**config.mk**
```make
export PLATFORM = sky130hd
export DESIGN_NAME = gpio_filt_port
export DESIGN_NICKNAME = d
export VERILOG_FILES = /design/src/rtl/gpio_filt_pkg.sv /design/src/rtl/gpio_filt_ctrl.sv /design/src/rtl/gpio_filt_deb.sv /design/src/rtl/gpio_filt_data.sv /design/src/rtl/gpio_filt_port.sv
export SDC_FILE = /design/constraint.sdc
export NUM_CORES = 1
export LEC_CHECK = 0
export ABC_AREA = 1
export BUFFER_PORTS_ARGS = -buffer_cell sky130_fd_sc_hd__buf_2
export CELL_PAD_IN_SITES_DETAIL_PLACEMENT = 1
export CELL_PAD_IN_SITES_GLOBAL_PLACEMENT = 2
export CORE_MARGIN = 2
export CORE_UTILIZATION = 41
export CTS_BUF_LIST = sky130_fd_sc_hd__clkbuf_2 sky130_fd_sc_hd__clkbuf_4 sky130_fd_sc_hd__clkbuf_8
export DETAILED_ROUTE_END_ITERATION = 16
export PLACE_DENSITY_LB_ADDON = 0.1
export SKIP_CTS_REPAIR_TIMING = 1
export SYNTH_ARGS = -nofsm -noshare
export SYNTH_HDL_FRONTEND = slang
export SYNTH_SLANG_ARGS = --single-unit
```
**constraint.sdc**
```tcl
create_clock -name clk -period 4.6 [get_ports clk]
set_input_delay 0.46 -clock clk [delete_from_list [all_inputs] [get_ports clk]]
set_output_delay 0.46 -clock clk [all_outputs]
set_load 0.005 [all_outputs]
```
**src/rtl/gpio_filt_pkg.sv**
```systemverilog
package gpio_filt_pkg;
  localparam int PORT_W = 8;
  localparam int NGRP   = 2;
  localparam int GRP_W  = PORT_W / NGRP;
  localparam int SEL_W  = 3;
  localparam int ADDR_W = 3;

  localparam logic [ADDR_W-1:0] A_IN  = 3'd0;
  localparam logic [ADDR_W-1:0] A_OUT = 3'd1;
  localparam logic [ADDR_W-1:0] A_OE  = 3'd2;
  localparam logic [ADDR_W-1:0] A_PU  = 3'd3;
  localparam logic [ADDR_W-1:0] A_IE  = 3'd4;
  localparam logic [ADDR_W-1:0] A_DEB = 3'd5;
  localparam logic [ADDR_W-1:0] A_SMT = 3'd6;

  typedef struct packed {
    logic            outWr;
    logic            oeWr;
    logic            puWr;
    logic            ieWr;
    logic [NGRP-1:0] restart;
  } strobe_t;
endpackage

```
**src/rtl/gpio_filt_ctrl.sv**
```systemverilog
module gpio_filt_ctrl
  import gpio_filt_pkg::*;
(
  input  logic                       clk,
  input  logic                       rstN,
  input  logic                       wrEn,
  input  logic [ADDR_W-1:0]          addr,
  input  logic [NGRP-1:0][SEL_W-1:0] newSel,
  output strobe_t                    strobe,
  output logic [NGRP-1:0][SEL_W-1:0] selCfg
);
  logic debWr;

  // decode the write strobe for each writable register
  always_comb begin
    debWr         = wrEn && (addr == A_DEB);
    strobe.outWr  = wrEn && (addr == A_OUT);
    strobe.oeWr   = wrEn && (addr == A_OE);
    strobe.puWr   = wrEn && (addr == A_PU);
    strobe.ieWr   = wrEn && (addr == A_IE);
    for (int g = 0; g < NGRP; g++) begin
      strobe.restart[g] = debWr && (newSel[g] != selCfg[g]);
    end
  end

  always_ff @(posedge clk or negedge rstN) begin
    if (!rstN) begin
      selCfg <= '0;
    end else if (debWr) begin
      selCfg <= newSel;
    end
  end
endmodule

```
**src/rtl/gpio_filt_deb.sv**
```systemverilog
module gpio_filt_deb
  import gpio_filt_pkg::*;
#(
  parameter int SHIFT_BASE = 8
)(
  input  logic             clk,
  input  logic             rstN,
  input  logic [SEL_W-1:0] sel,
  input  logic             restart,
  input  logic [GRP_W-1:0] syncIn,
  output logic [GRP_W-1:0] debOut
);
  localparam int CNT_W = SHIFT_BASE + (1 << SEL_W) - 2;

  logic [CNT_W:0]   span;
  logic [CNT_W-1:0] lim;

  // terminal count for the selected window: 2^(base+sel-1) - 1
  always_comb begin
    span = (CNT_W+1)'(1) << (SHIFT_BASE - 1 + int'(sel));
    lim  = CNT_W'(span - (CNT_W+1)'(1));
  end

  for (genvar i = 0; i < GRP_W; i++) begin : g_pin
    logic [CNT_W-1:0] cnt;
    always_ff @(posedge clk or negedge rstN) begin
      if (!rstN) begin
        cnt       <= '0;
        debOut[i] <= 1'b0;
      end else if (restart) begin
        cnt <= '0;
      end else if (sel == '0) begin
        cnt       <= '0;
        debOut[i] <= syncIn[i];
      end else if (syncIn[i] == debOut[i]) begin
        cnt <= '0;
      end else if (cnt == lim) begin
        cnt       <= '0;
        debOut[i] <= syncIn[i];
      end else begin
        cnt <= cnt + 1'b1;
      end
    end
  end
endmodule

```
**src/rtl/gpio_filt_data.sv**
```systemverilog
module gpio_filt_data
  import gpio_filt_pkg::*;
#(
  parameter int SHIFT_BASE = 8
)(
  input  logic                       clk,
  input  logic                       rstN,
  input  strobe_t                    strobe,
  input  logic [NGRP-1:0][SEL_W-1:0] selCfg,
  input  logic [ADDR_W-1:0]          addr,
  input  logic [PORT_W-1:0]          wrData,
  input  logic [PORT_W-1:0]          padIn,
  output logic [PORT_W-1:0]          rdData,
  output logic [PORT_W-1:0]          padOut,
  output logic [PORT_W-1:0]          padOe,
  output logic [PORT_W-1:0]          padPullUp,
  output logic [PORT_W-1:0]          syncVal,
  output logic [PORT_W-1:0]          debVal
);
  logic [PORT_W-1:0] outReg, oeReg, puReg, ieReg, meta, debRd;

  always_ff @(posedge clk or negedge rstN) begin
    if (!rstN) begin
      outReg  <= '0;
      oeReg   <= '0;
      puReg   <= '1;
      ieReg   <= '1;
      meta    <= '0;
      syncVal <= '0;
    end else begin
      meta    <= padIn;
      syncVal <= meta;
      if (strobe.outWr) outReg <= wrData;
      if (strobe.oeWr)  oeReg  <= wrData;
      if (strobe.puWr)  puReg  <= wrData;
      if (strobe.ieWr)  ieReg  <= wrData;
    end
  end

  for (genvar g = 0; g < NGRP; g++) begin : g_grp
    gpio_filt_deb #(.SHIFT_BASE(SHIFT_BASE)) i_deb (
      .clk     (clk),
      .rstN    (rstN),
      .sel     (selCfg[g]),
      .restart (strobe.restart[g]),
      .syncIn  (syncVal[g*GRP_W +: GRP_W]),
      .debOut  (debVal[g*GRP_W +: GRP_W])
    );
  end

  always_comb begin
    debRd = '0;
    for (int g = 0; g < NGRP; g++) begin
      debRd[g*GRP_W +: SEL_W] = selCfg[g];
    end
  end

  assign padOe     = oeReg;
  assign padOut    = outReg & oeReg;
  assign padPullUp = puReg;

  always_comb begin
    unique case (addr)
      A_IN:    rdData = debVal & ieReg;
      A_OUT:   rdData = outReg;
      A_OE:    rdData = oeReg;
      A_PU:    rdData = puReg;
      A_IE:    rdData = ieReg;
      A_DEB:   rdData = debRd;
      A_SMT:   rdData = '1;
      default: rdData = '0;
    endcase
  end
endmodule

```
**src/rtl/gpio_filt_port.sv**
```systemverilog
module gpio_filt_port
  import gpio_filt_pkg::*;
#(
  parameter int SHIFT_BASE = 8
)(
  input  logic              clk,
  input  logic              rstN,
  input  logic              wrEn,
  input  logic [2:0]        addr,
  input  logic [7:0]        wrData,
  output logic [7:0]        rdData,
  input  logic [7:0]        padIn,
  output logic [7:0]        padOut,
  output logic [7:0]        padOe,
  output logic [7:0]        padPullUp
);
  strobe_t                    strobe;
  logic [NGRP-1:0][SEL_W-1:0] newSel, selCfg;
  logic [PORT_W-1:0]          syncVal, debVal;

  always_comb begin
    for (int g = 0; g < NGRP; g++) begin
      newSel[g] = wrData[g*GRP_W +: SEL_W];
    end
  end

  gpio_filt_ctrl i_ctrl (
    .clk    (clk),
    .rstN   (rstN),
    .wrEn   (wrEn),
    .addr   (addr),
    .newSel (newSel),
    .strobe (strobe),
    .selCfg (selCfg)
  );

  gpio_filt_data #(.SHIFT_BASE(SHIFT_BASE)) i_data (
    .clk       (clk),
    .rstN      (rstN),
    .strobe    (strobe),
    .selCfg    (selCfg),
    .addr      (addr),
    .wrData    (wrData),
    .padIn     (padIn),
    .rdData    (rdData),
    .padOut    (padOut),
    .padOe     (padOe),
    .padPullUp (padPullUp),
    .syncVal   (syncVal),
    .debVal    (debVal)
  );
endmodule

```
==> summary.md, run 1 <==
| Metric | Value |
|---|---|
| Run status | finished, violations left |
| Failing checks | hold timing |
| Final Setup Violations | 0 |
| Die Ht | 156.4 um |
| Post-layout net count | 1,317 |
| Avg Inst Size Synth | 7.727 sq um |
| H-Tree Depth | 4 |
| CP Capture Type | output port |
| Post-route minimum period | 2264 ps |
| Detail Placement HPWL | 18,580 um |
| Post-synthesis sequential area ratio | 45.91% |
| Initial DRC count | 296 |
| Antenna violations before repair | 0 |
| CTS buffer count | 17 |
| Vias post-DR | 7,985 |
| Dpl cells | 1,551 |
| Reg clk slew, reported paths | approximately 110 ps |
| # DRC | 0 |
| Diodes inserted | 0 |
| Bufs on Longest Clock Path | 2 |
| Sw power | about 1.5 mW |
| Post-detailed-route count of antenna-violating nets | 0 |
| Power per Cell Area | around 380 mW/mm^2 |
| First-pass GRT wire length | roughly 42,000 um |
| Row count | 55 |
| Die Wd | 156.4 um |
| Number of global-route vias before repair | 8,397 |
| Largest net degree at the start of global routing | 104 |
| Die ar. | 0.02447 sq mm |
| Vias/cell | 5.044 |
| Peak supply drop | 165.4 uV |
| Comb pwr share | 24.9% |
| Multi-input logic area | 0.004472 sq mm |
| Post-Syn Area | 0.009528 sq mm |
| Static leakage | roughly 4.9 nW |
| Hold slack | -5.969 ps |
| Slew Limit Fails | 0 |
| RSZ-0062 raised after global routing | no |
| Final hold vios | 9 |
| CTS root buf | clkbuf_8 |
| Clock skew | 20.70 ps |
| Critical path class | input pin to output port |
| Slew Limit Headroom | approximately 53% |
| Register area | 0.004374 sq mm |
| Worst path slowest cell | a221oi_1 |
| Post-layout util | 45.87% |
| Max Cap Violations | 0 |
| Crit-path max cell delay | approximately 350 ps |
| Fin crit share | 49.21% |
| Area delta synth->final | 9.323% |
| WP data required | 4140 ps |
| Ys Warns | 0 |
| Final Non-Filler Cells | 1,583 |
| Starting Density | 41.96% |
| CTS tree | yes |
| Fmax | roughly 440 MHz |
| Worst-Skew Late Latency | between 400 and 500 ps |
| CP Launch Type | input pin |
| Clock Power Share | 26.4% |
| Crit-path max FO | 15 |
| Most used cell, CP | buf_2 |
| CP arrival | ~1800 ps |
| Detailed-route wire length | 24,610 um |
| Core footprint | around 0.023 sq mm |
| Switching Fraction | 37.10% |
| First-pass DRT Iterations | 7 |
| Int Pwr | 2.493 mW |
| Top-Level Pins | 54 |
| All-Layer GR Usage | 21.60% |
| Fillers | 2,861 |
| Clock sinks | 174 |
| Crit path cell chain | buf_2, inv_1, nand2_1, clkinv_1, a221oi_1, o211ai_1, buf_2 |
| Least-Margin Pin Slew | 700.3 ps |
| Final TNS setup | 0 ps |
| Yosys reg bits | 174 |
| Seq pwr share | 48.7% |
| IO buf count | 53 |
| Synth unique cells | 44 |
| WL per Instance | 15.55 um |
| GR Overflow Total | 0 |
| Syn Inst Count | 1,233 |
| Type of the most critical hold path | input pin to asynchronous set/reset pin |
| Gpl congestion | 0.8512 |
| Layout cells sized above 1 | 10.55% |
==> layout make-up <==
type / instances / area share (%)
Multi-Input combinational cell: 891 / 42.93
Sequential cell: 174 / 41.99
Inverter: 147 / 5.321
Tap cell: 285 / 3.423
Timing Repair Buffer: 54 / 2.799
Clock buffer: 17 / 2.246
Clock inverter: 15 / 1.285
==> state kept, by name, indices dropped and copies added, names as in the netlist <==
name                          cells
i_data.outReg                     8
i_data.meta                       8
i_data.syncVal                    8
i_data.padOe                      8
i_ctrl.selCfg                     6
i_data.g_grp.i_deb.g_pin.cnt    112
i_data.padPullUp                  8
i_data.g_grp.i_deb.debOut         8
i_data.ieReg                      8
==> placed cells by master (no fill, tap or decap), types with 5 or more instances in the layout <==
cell	count
nand4_1	30
nand3b_1	5
o211ai_1	8
inv_1	140
nand3_1	92
ha_1	10
xnor2_1	21
clkbuf_8	17
nor2_1	179
buf_2	52
xor2_1	69
dfstp_2	16
nand3_2	5
inv_6	6
dfrtp_1	158
nand2_2	9
inv_2	5
nand2_1	320
a21oi_1	18
nor3b_1	7
o21ai_0	65
nor3_1	22
==> final timing paths <==
path / from / endpoint / depth (start not counted) / slack, ps
max: addr[2] / rdData[0] / 7 / 2340
min reg2reg: i_data.meta[0]$_DFF_PN0_ / i_data.syncVal[0]$_DFF_PN0_ / 0 / 360
max in group asynchronous: rstN / i_data.g_grp[1].i_deb.g_pin[0].cnt[12]$_DFF_PN0_ / 2 / 3600
max reg2reg: i_ctrl.selCfg[5]$_DFFE_PN0P_ / i_data.g_grp[1].i_deb.g_pin[1].cnt[13]$_DFF_PN0_ / 8 / 2360
min in group clk: padIn[0] / i_data.meta[0]$_DFF_PN0_ / 1 / 100
min: rstN / i_data.g_grp[0].i_deb.g_pin[0].cnt[4]$_DFF_PN0_ / 1 / -6
==> synthesized netlist by cell type, drive strengths merged <==
library cell,count,area share [%]
dfstp,16,4.4
a221o,1,0.11
nand3b,5,0.39
nor2,183,7.5
xnor2,21,1.9
clkinv,1,0.039
o22ai,1,0.066
a21oi,18,0.95
clkbuf,10,0.41
conb,1,0.039
nand4,31,2.1
nand3,97,5.4
o211ai,8,0.63
xor2,69,6.3
o31ai,2,0.16
nand2,331,13
a22oi,1,0.079
nor3,27,1.7
ha,10,1.3
buf,14,1.1
nor3b,7,0.55
and3,1,0.066
or2,2,0.13
dfrtp,158,41
o21bai,1,0.079
inv,146,5.8
a221oi,2,0.18
o21ai,67,3.6
nor4,2,0.13
==> layer usage <==
layer	up-vias	global-route usage, %	wire [um]
li1	4001	-	-
met1	3899	26.83	11190
met2	60	39.21	12600
met3	25	2.825	377
met4	0	6.204	436
met5	-	0	0
==> cells by family after synthesis <==
| group | count (synthesis) | share of synthesized area, % |
|---|---|---|
| xor gates and xnor gates | 90 | 8.273 |
| DFF | 174 | 45.91 |
| AOI/OAI and AO/OA | 101 | 5.804 |
| other | 1 | 0.03936 |
| adders and majority gates | 10 | 1.313 |
| buffers and inverters | 171 | 7.275 |
| and+or+nand+nor | 686 | 31.39 |
==> worst max-delay path: cells and delay by family <==
kind / cells / cell delay [ps]
buffers and inverters: 4 / 790
and+or+nand+nor: 1 / 80
AOI/OAI and AO/OA: 2 / 470
==> through the flow <==
| step | setup slack (ps) | cell area (sq um) | power (mW) |
|---|---|---|---|
| after floorplan | 2969 | 9539 | 2.654 |
| after global placement | 2296 | 10050 | 2.933 |
| after detailed placement | 2176 | 10050 | 2.967 |
| after CTS | 2279 | 10420 | 4.038 |
| after global routing | 1993 | 10420 | 4.267 |
| final | 2336 | 10420 | 3.964 |
==> power groups by stage <==
stage	Clock, mW	Combinational [mW]	Sequential (mW)
2_1_floorplan	0	0.770	1.88
3_3_place_gp	0	0.973	1.96
3_5_place_dp	0	1.00	1.97
4_1_cts	1.09	1.01	1.94
5_1_grt	1.15	1.15	1.97
6_report	1.05	0.987	1.93
Power figures use the tool's default switching activity.
==> run 2: changes to the inputs <==
CORE_UTILIZATION = 34   (was 41)
clock period = 1.8 ns   (was 4.6 ns; I/O delays follow)
==> summary.md, run 2 (synthesis results as in run 1) <==
| Metric | Value |
|---|---|
| Post-layout net count | 1,444 (+9.6%) |
| R2R depth | 11 (+3) |
| Post-DP Area | 0.01092 sq mm (+8.7%) |
| H-Tree Depth | 4 (unchanged) |
| Reg clk slew, reported paths | 100 ps (about the same) |
| Post-detailed-route count of antenna-violating nets | 0 (unchanged) |
| Slew Limit Fails | 0 (unchanged) |
| Multi-input logic area | 0.005069 sq mm (+13%) |
| Type of the most critical hold path | input pin to register |
| Max reg flops | 112 (unchanged) |
| Fillers | 3,372 (+18%) |
| Met1 WL | 12,460 um (+11%) |
| Commonest cells after routing, fill and taps aside | nand2_1 (300), dfrtp_1 (152), inv_1 (135) |
| Gpl congestion | 0.8269 (-2.9%) |
| Antenna violations before repair | 0 (unchanged) |
| Vias/cell | 4.732 (-6.2%) |
| Largest net degree at the start of global routing | 54 (-48%) |
| CP Capture Type | register |
| GR Overflow Total | 0 (unchanged) |
| Static leakage | 5.758 nW (+17%) |
| Worst Hold Depth | 3 |
| Number of global-route vias before repair | 8,696 (+3.6%) |
| Row count | 61 (+11%) |
| Post-route minimum period | roughly 1800 ps |
| Die ar. | 0.02938 sq mm (+20%) |
| Initial DRC count | 291 (-1.7%) |
| Max Cap Violations | 0 (unchanged) |
| CTS tree | yes |
| IO buf count | 53 (unchanged) |
| First-pass GRT wire length | 43,840 um (+4.1%) |
| Final TNS setup | -27.09 ps (-27.09 ps) |
| Slew Limit Headroom | 63.89% (+11 points) |
| WL met2 | 14,440 um (+15%) |
| Most common cell after layout, fill and taps aside | nand2_1 |
| Clock skew | 21.20 ps (+0.5045 ps) |
| CP Launch Type | register |
| Core footprint | 0.02771 sq mm (+22%) |
| Pwr Total | 12.34 mW (+210%) |
| Crit-path max FO | 6 (-9) |
| Area delta synth->final | 30.70% |
| DR top layer | met4 |
| Diodes inserted | 0 (unchanged) |
| Vias post-DR | 8,532 (+6.9%) |
| Register area | 0.004382 sq mm (+0.17%) |
| Detailed-route wire length | 27,610 um (+12%) |
| Top reg by flops | i_data.g_grp.i_deb.g_pin.cnt |
| Clock sinks | 174 (unchanged) |
| RSZ-0062 raised after global routing | yes |
| CTS buffer count | 17 (unchanged) |
| Die Wd | 171.4 um (+9.6%) |
| Least-Margin Pin Slew | 540.4 ps (-160.0 ps) |
| Final hold vios | 1 (-8) |
| CP arrival | 2230 ps (+430 ps) |
| Layout cells sized above 1 | 26.39% (+16 points) |
| First-pass DRT Iterations | 4 (-3) |
| WL per Instance | 15.32 um (-1.5%) |
| Detail Placement HPWL | 20,420 um (+9.9%) |
| Fin crit share | 101.1% |
| Failing checks | hold timing, setup timing |
| Fmax | 549.4 MHz |
| Starting Density | 34.39% (-7.6 points) |
| Final WS setup | -20.00 ps (-2356 ps) |
| Final Setup Violations | 3 (+3) |
| Final instance area | 0.01245 sq mm (+20%) |
| Bufs on Longest Clock Path | 2 (unchanged) |
| Worst-Skew Late Latency | 470 ps (about the same) |
| Met3 WL | 367 um (-2.7%) |
| Hold slack | -12.13 ps (-6.158 ps) |
| CTS root buf | clkbuf_8 |
| WP data required | 2210 ps (-1930 ps) |
| Run status | finished, violations left |
| Critical path class | register to register |
| All-Layer GR Usage | 18.88% (-2.7 points) |
| Peak supply drop | 421.5 uV (+150%) |
| Top-Level Pins | 54 (unchanged) |
| Die Ht | 171.4 um (+9.6%) |
| Post-layout util | 44.95% (-0.92 points) |
| # DRC | 0 (unchanged) |
| Power per Cell Area | 990.7 mW/mm^2 (+160%) |
## run 2: layout make-up
cell class | count | share of cell area (%)
well taps | 378 | 3.798
multi-input cells | 891 | 40.70
inverters | 147 | 4.511
flip-flops and latches | 174 | 35.19
clock inverters | 12 | 1.286
clock buffers | 20 | 2.160
repair buffers | 181 | 12.36
## run 2: critical path, cell delays in order (launching register included)
cell and delay (ps):
dfrtp_2 510, buf_6 160, nand2_2 50, nand2_1 50, nor2_1 120, nand2_2 100
nand2_2 100, inv_4 50, nor3_4 280, buf_4 180, nand3_2 70, a21oi_2 110
## run 2: where the power goes
| part | switching [mW] | internal [mW] | leakage (nW) |
|---|---|---|---|
| sequential | 0.491 | 4.41 | 2.27 |
| combinational | 2.37 | 2.04 | 3.28 |
| clock | 1.55 | 1.47 | 0.205 |
## run 2: path summary, 6_finish.rpt
path | startpoint | end | slack, ps
worst max-delay path | i_ctrl.selCfg[0]$_DFFE_PN0P_ | i_data.g_grp[0].i_deb.g_pin[1].cnt[9]$_DFF_PN0_ | -20
min in group asynchronous | rstN | i_data.padOe[4]$_DFFE_PN0P_ | 250
worst max register to register | i_ctrl.selCfg[0]$_DFFE_PN0P_ | i_data.g_grp[0].i_deb.g_pin[1].cnt[9]$_DFF_PN0_ | -20
worst min-delay path | wrData[2] | i_ctrl.selCfg[2]$_DFFE_PN0P_ | -10
max in group asynchronous | rstN | i_data.padPullUp[6]$_DFFE_PN1P_ | 950
worst min register to register | i_data.meta[5]$_DFF_PN0_ | i_data.syncVal[5]$_DFF_PN0_ | 340
## run 2: metrics by stage
| stage | setup WS, ps | cells |
|---|---|---|
| 2_1_floorplan | 168.6 | 1236 |
| 3_3_place_gp | -28.89 | 1731 |
| 3_5_place_dp | -81.68 | 1731 |
| 4_1_cts | -100.5 | 1763 |
| 5_1_grt | -123.1 | 1803 |
| 6_report | -20.00 | 1803 |
## run 2: metal layers
metal / vias to the layer above / GRT usage [%]
li1: 4252 / -
met1: 4216 / 23.54
met2: 46 / 34.47
met3: 18 / 2.646
met4: 0 / 4.348
met5: - / 0
